$ cat src/rtl/aspect_settle_pkg.sv
package aspect_settle_pkg;

    typedef enum logic [1:0] {
        CLS_NARROW = 2'b00,
        CLS_WIDE   = 2'b01,
        CLS_SUBT   = 2'b10,
        CLS_BAD    = 2'b11
    } cls_t;

    function automatic logic cls_valid(input cls_t c);
        return c != CLS_BAD;
    endfunction

endpackage

$ cat src/rtl/aspect_inst_gate.sv
module aspect_inst_gate
#(
    parameter int INST_FIELDS = 3
)
(
    input  logic clk,
    input  logic rst,
    input  logic field_stb,
    input  logic bypass_req,
    output logic open_now
);
    localparam int IW = $clog2(INST_FIELDS + 1);

    logic [IW-1:0] icnt;

    // Fires once per request, on the strobe that completes the minimum width.
    assign open_now = field_stb & bypass_req & (icnt == IW'(INST_FIELDS - 1));

    always_ff @(posedge clk) begin
        if (rst || !bypass_req) begin
            icnt <= '0;
        end else if (field_stb && icnt < IW'(INST_FIELDS)) begin
            icnt <= icnt + 1'b1;
        end
    end

    // a request seen on its first strobed field cannot open the window yet.
    assert_short_pulse_R8: assert property (@(posedge clk) disable iff (rst)
        (field_stb && bypass_req && icnt == '0 && INST_FIELDS > 1) |-> !open_now);

endmodule

$ cat src/rtl/aspect_persist.sv
module aspect_persist
    import aspect_settle_pkg::*;
#(
    parameter int CNT_W = 8
)
(
    input  logic             clk,
    input  logic             rst,
    input  logic             field_stb,
    input  cls_t             raw,
    input  cls_t             cur,
    input  logic [CNT_W-1:0] limit,
    input  logic             clear,
    output logic             adopt
);
    cls_t             cand;
    logic [CNT_W-1:0] cnt;
    logic [CNT_W:0]   cnt_inc;
    logic             seen;

    assign cnt_inc = {1'b0, cnt} + 1'b1;
    assign seen    = field_stb && cls_valid(raw);
    assign adopt   = seen && (raw != cur) && (raw == cand) && (cnt_inc >= {1'b0, limit});

    always_ff @(posedge clk) begin
        if (rst || clear) begin
            cnt  <= '0;
            cand <= CLS_NARROW;
        end else if (seen) begin
            if (raw == cur) begin
                cnt  <= '0;
                cand <= raw;
            end else if (raw != cand) begin
                cnt  <= CNT_W'(1);
                cand <= raw;
            end else if (adopt) begin
                cnt  <= '0;
            end else begin
                cnt  <= cnt_inc[CNT_W-1:0];
            end
        end
    end

    // an invalid strobed class leaves the run state untouched.
    assert_invalid_hold_R6: assert property (@(posedge clk) disable iff (rst)
        (field_stb && raw == CLS_BAD && !clear) |=> ($stable(cnt) && $stable(cand)));

endmodule

$ cat src/rtl/aspect_settle.sv
module aspect_settle
    import aspect_settle_pkg::*;
#(
    parameter int WAIT_SEC    = 2,
    parameter int FIELDS_60   = 60,
    parameter int FIELDS_50   = 50,
    parameter int INST_FIELDS = 3
)
(
    input  logic       clk,
    input  logic       rst,
    input  logic       field_stb,
    input  logic [1:0] raw_cls,
    input  logic       rate_50,
    input  logic       bypass_req,
    input  logic       force_narrow,
    output logic [1:0] result,
    output logic       wide_flag,
    output logic       subt_flag
);
    localparam int LIM_60 = WAIT_SEC * FIELDS_60;
    localparam int LIM_50 = WAIT_SEC * FIELDS_50;
    localparam int LIM_MX = (LIM_60 > LIM_50) ? LIM_60 : LIM_50;
    localparam int CNT_W  = $clog2(LIM_MX + 1);

    cls_t             raw;
    cls_t             res_q;
    logic             win_q;
    logic             open_now;
    logic             bypass_now;
    logic             jump;
    logic             adopt;
    logic [CNT_W-1:0] limit;

    assign raw   = cls_t'(raw_cls);
    assign limit = rate_50 ? CNT_W'(LIM_50) : CNT_W'(LIM_60);

    aspect_inst_gate #(.INST_FIELDS(INST_FIELDS)) u_gate (
        .clk        (clk),
        .rst        (rst),
        .field_stb  (field_stb),
        .bypass_req (bypass_req),
        .open_now   (open_now)
    );

    assign bypass_now = (win_q & bypass_req) | open_now;
    assign jump       = bypass_now && field_stb && cls_valid(raw) && (raw != res_q);

    aspect_persist #(.CNT_W(CNT_W)) u_persist (
        .clk       (clk),
        .rst       (rst),
        .field_stb (field_stb),
        .raw       (raw),
        .cur       (res_q),
        .limit     (limit),
        .clear     (force_narrow | jump),
        .adopt     (adopt)
    );

    always_ff @(posedge clk) begin
        if (rst || force_narrow) begin
            res_q <= CLS_NARROW;
            win_q <= 1'b0;
        end else if (field_stb) begin
            if (jump || adopt) begin
                res_q <= raw;
            end
            win_q <= jump ? 1'b0 : bypass_now;
        end else begin
            win_q <= win_q & bypass_req;
        end
    end

    assign result    = res_q;
    assign wide_flag = (res_q == CLS_WIDE);
    assign subt_flag = (res_q == CLS_SUBT);

    assert_code_legal_R1: assert property (@(posedge clk) disable iff (rst)
        result != 2'b11);

    assert_flags_excl_R2: assert property (@(posedge clk) disable iff (rst)
        $onehot0({wide_flag, subt_flag}));

    assert_force_narrow_R7: assert property (@(posedge clk) disable iff (rst)
        force_narrow |=> (result == 2'b00 && !win_q));

    assert_quiet_hold_R11: assert property (@(posedge clk) disable iff (rst)
        (!field_stb && !force_narrow) |=> $stable(result));

    assert_invalid_keep_R6: assert property (@(posedge clk) disable iff (rst)
        (field_stb && raw_cls == 2'b11 && !force_narrow) |=> $stable(result));

    assert_window_drop_R10: assert property (@(posedge clk) disable iff (rst)
        (!bypass_req && !field_stb) |=> !win_q);

endmodule

$ cat config.mk
export PLATFORM = sky130hd
export DESIGN_NAME = aspect_settle
export DESIGN_NICKNAME = d
export VERILOG_FILES = /design/src/rtl/aspect_settle_pkg.sv /design/src/rtl/aspect_inst_gate.sv /design/src/rtl/aspect_persist.sv /design/src/rtl/aspect_settle.sv
export SDC_FILE = /design/constraint.sdc
export NUM_CORES = 1
export LEC_CHECK = 0
export BUFFER_PORTS_ARGS = -buffer_cell sky130_fd_sc_hd__buf_2
export CAP_MARGIN = 25
export CORE_UTILIZATION = 55
export CTS_BUF_LIST = sky130_fd_sc_hd__clkbuf_4
export DETAILED_ROUTE_END_ITERATION = 8
export GPL_ROUTABILITY_DRIVEN = 0
export MAX_ROUTING_LAYER = met4
export PLACE_DENSITY = 0.76
export SLEW_MARGIN = 20
export SYNTH_ARGS = -nofsm -noshare
export SYNTH_HDL_FRONTEND = slang
export SYNTH_SLANG_ARGS = --single-unit
$ cat constraint.sdc
create_clock -name clk -period 5.7 [get_ports clk]
set_input_delay 0.285 -clock clk [delete_from_list [all_inputs] [get_ports clk]]
set_output_delay 0.285 -clock clk [all_outputs]
set_load 0.02 [all_outputs]
==> results.txt <==
Clock Path Buffers: 2
Post-Syn Area: 938 um2
Worst Setup Path Type: reg2reg
Post-Place Setup Slack: 3.40 ns
Area contributors post-synth: dfxtp_1 (30%), ha_1 (9.3%), nand2_1 (6.0%)
final count of hold timing violations: 0
status: finished clean
R2R setup slack: 3.35 ns
unrepaired setup endpoints after global routing: no
CTS tree: built
iteration-0 DRC count of the detailed router: 11
dominant synthesized flop cell: dfxtp_1
ratio of cells with drive above 1 in the final layout: 25.2%
register area share after synthesis: 29.9%
Vias: 819
Worst setup EP type: flip-flop
delay-heaviest family, CP: compound AO/OA/AOI/OAI gates
CP arrival: 2.50 ns
share of the synthesized area in the top cell type: 29.9%
H-tree depth: 1
critical path's slowest cell: dfxtp_1
HPWL Detailed: 1.48 mm
Post-CTS Resized: 0
vias in the first global route: 821
clk_lat worst skew: 0.27 ns
global-route wire length before repair: 3.28 mm
Post-synth EDFFs: 0
flops & latches, synth: 14
max-cap viol count: 0
register area: 280 um2
Rows: 14
final setup fails: 0
Starting Density: 60.9%
worst-case reg-to-reg path depth: 9
fillers: 128
TritonCTS buffer count: 3
clk root buf: clkbuf_4
Cell Pwr Density: 173 mW/mm2
Critical Path Max Stage Delay: 0.43 ns
total power: 0.000177 W
Wirelength per Cell: 13.6 um
pin count of the biggest net entering global routing: 10
Synth Area per Inst: 8.85 um2
net count after synthesis: 121
Yosys warnings: 0
CORE AREA: 0.00154 mm2
CP Buf/Inv Count: 0
die span in x: 43.3 um
peak supply drop: 0.135 mV
Hold EP: win_q$_SDFF_PP0_
post-synth cell types: 39
DRC: 0
Setup Skew: 0.00236 ns
max-slew violation count: 0
maximum clock rate: 425 MHz
# hold bufs at CTS: 0
Area Growth Syn to Fin: 9.20%
Clock transition at path regs: 0.08 ns
setup TNS: 0 ns
gr usage total: 23.8%
I/O pin cnt: 12
Mapped Cells: 106
worst-margin pin slew: 0.565 ns
Hold Path Depth: 2
ANT nets after route: 0
Reg2Reg Capture Point: u_persist.cnt[3]$_SDFFE_PP0P_
Multi-input gate area: 643 um2
Rel. slew slack: 62.3%
R2R Path Start: u_persist.cnt[0]$_SDFFE_PP0P_
die area: 0.00188 mm2
setup repair bufs after CTS: 0
drt pass-1 iters: 4
Nets: 136
HP Class: in2reg
initial antenna violation count: 0
min-delay src: force_narrow
Crit path top cell by count: ha_1
Tcrit/Tclk final: 41.3%
largest area contributor in the netlist: dfxtp_1
total gr overflow: 0
Die Ht: 43.3 um
Pleak: 0.436 nW
Synth async-reset ratio: 0%
Worst setup SP type: flip-flop
# diodes: 0
Vias/cell: 6.07
crit path cell chain: ha_1 -> nand3_1 -> xnor2_1 -> ha_1 -> nand2_1 -> o21ai_0 -> o221ai_2 -> o2111ai_1 -> a21oi_2
Num Clock Sinks: 14
routed wire length: 1.84 mm
PortBufs: 11
Final Critical Period: 2.35 ns
PnR worst setup slack: 3.35 ns
Critical Path RT: 5.84 ns
Worst Path Max Fanout: 6
per-stage QoR:
step / std cells / utilization, % / hold WS (ns) / instance area, um2
finish: 135 / 66.5 / 0.210 / 1020
global route: 135 / 66.5 / 0.210 / 1020
CTS: 135 / 66.5 / 0.203 / 1020
detailed placement: 132 / 65.0 / 0.496 / 1000
global placement: 132 / 65.0 / 0.480 / 1000
floorplan: 106 / - / 0.362 / 938
report_power, final:
group / total (W) / switching [W] / internal [W]
registers: 0.000101 / 0.00000157 / 0.0000993
clock network: 0.0000538 / 0.0000294 / 0.0000245
logic: 0.0000225 / 0.0000136 / 0.00000896
area by class of cell:
cell class | instances | share of cell area (%)
well taps | 16 | 1.95
clock buffers | 3 | 2.20
flip-flops and latches | 14 | 27.4
inverters | 1 | 0.366
repair buffers | 11 | 5.37
multi-input cells | 90 | 62.8
cells in the mapped netlist (all sizes together) (3+ instances only):
cell type   n
a21oi       8
and2b       5
dfxtp      14
ha          7
mux2i       4
nand2      16
nand4       3
nor2        9
nor2b       4
o21ai       5
xnor2       4
registers in the layout, summed over array words and instances (netlist names):
signal,cells
u_persist.cnt,7
u_gate.icnt,2
u_persist.cand,2
win_q,1
result,2
worst max path at each step:
stage                             startpoint                             to  cells past startpoint  slack [ns]
4_1_cts        u_persist.cnt[0]$_SDFFE_PP0P_         result[0]$_SDFFE_PP0P_                      9        3.37
3_5_place_dp   u_persist.cnt[0]$_SDFFE_PP0P_         result[0]$_SDFFE_PP0P_                      9        3.40
6_report       u_persist.cnt[0]$_SDFFE_PP0P_  u_persist.cnt[3]$_SDFFE_PP0P_                      9        3.35
3_3_place_gp   u_persist.cnt[0]$_SDFFE_PP0P_         result[0]$_SDFFE_PP0P_                      9        3.43
2_1_floorplan  u_persist.cnt[0]$_SDFFE_PP0P_         result[0]$_SDFFE_PP0P_                      9        3.67
5_1_grt        u_persist.cnt[0]$_SDFFE_PP0P_         result[0]$_SDFFE_PP0P_                      9        3.06
worst register-to-register path, stage by stage (launching register included):
cell and delay (ns):
dfxtp_1 0.43, ha_1 0.22, nand3_1 0.15, xnor2_1 0.19
ha_1 0.32, nand2_1 0.06, o21ai_0 0.35, o221ai_2 0.24
o2111ai_1 0.19, a21oi_2 0.08
layout by cell type (no fill, tap or decap), drive strengths merged, types with 2 or more instances in the layout:
cell type   n
nand4       3
a32oi       2
nor2        9
o21a        2
ha          7
nand2      16
a21boi      2
o2111ai     2
nand3       2
or2         2
dfxtp      14
o21ai       5
a21oi       8
mux2i       4
and2b       5
nor2b       4
buf        11
clkbuf      3
xnor2       4
kinds of logic (layout without fill, tap and decap cells):
logic type	Yosys count	count (layout)	synth area share, %
compound gates	26	26	22.9
buf+inv	2	15	1.60
simple gates	49	49	28.3
flops	14	14	29.9
mux	4	4	4.27
fa+ha+maj	7	7	9.33
xor+xnor	4	4	3.73
routing by layer:
layer,GRT usage [%],vias to the layer above,wire length (um)
li1,-,413,-
met1,25.5,382,822
met2,42.4,18,918
met3,2.55,6,50
met4,12.1,0,49
met5,-,-,0
(Power assumes the default switching activity.)
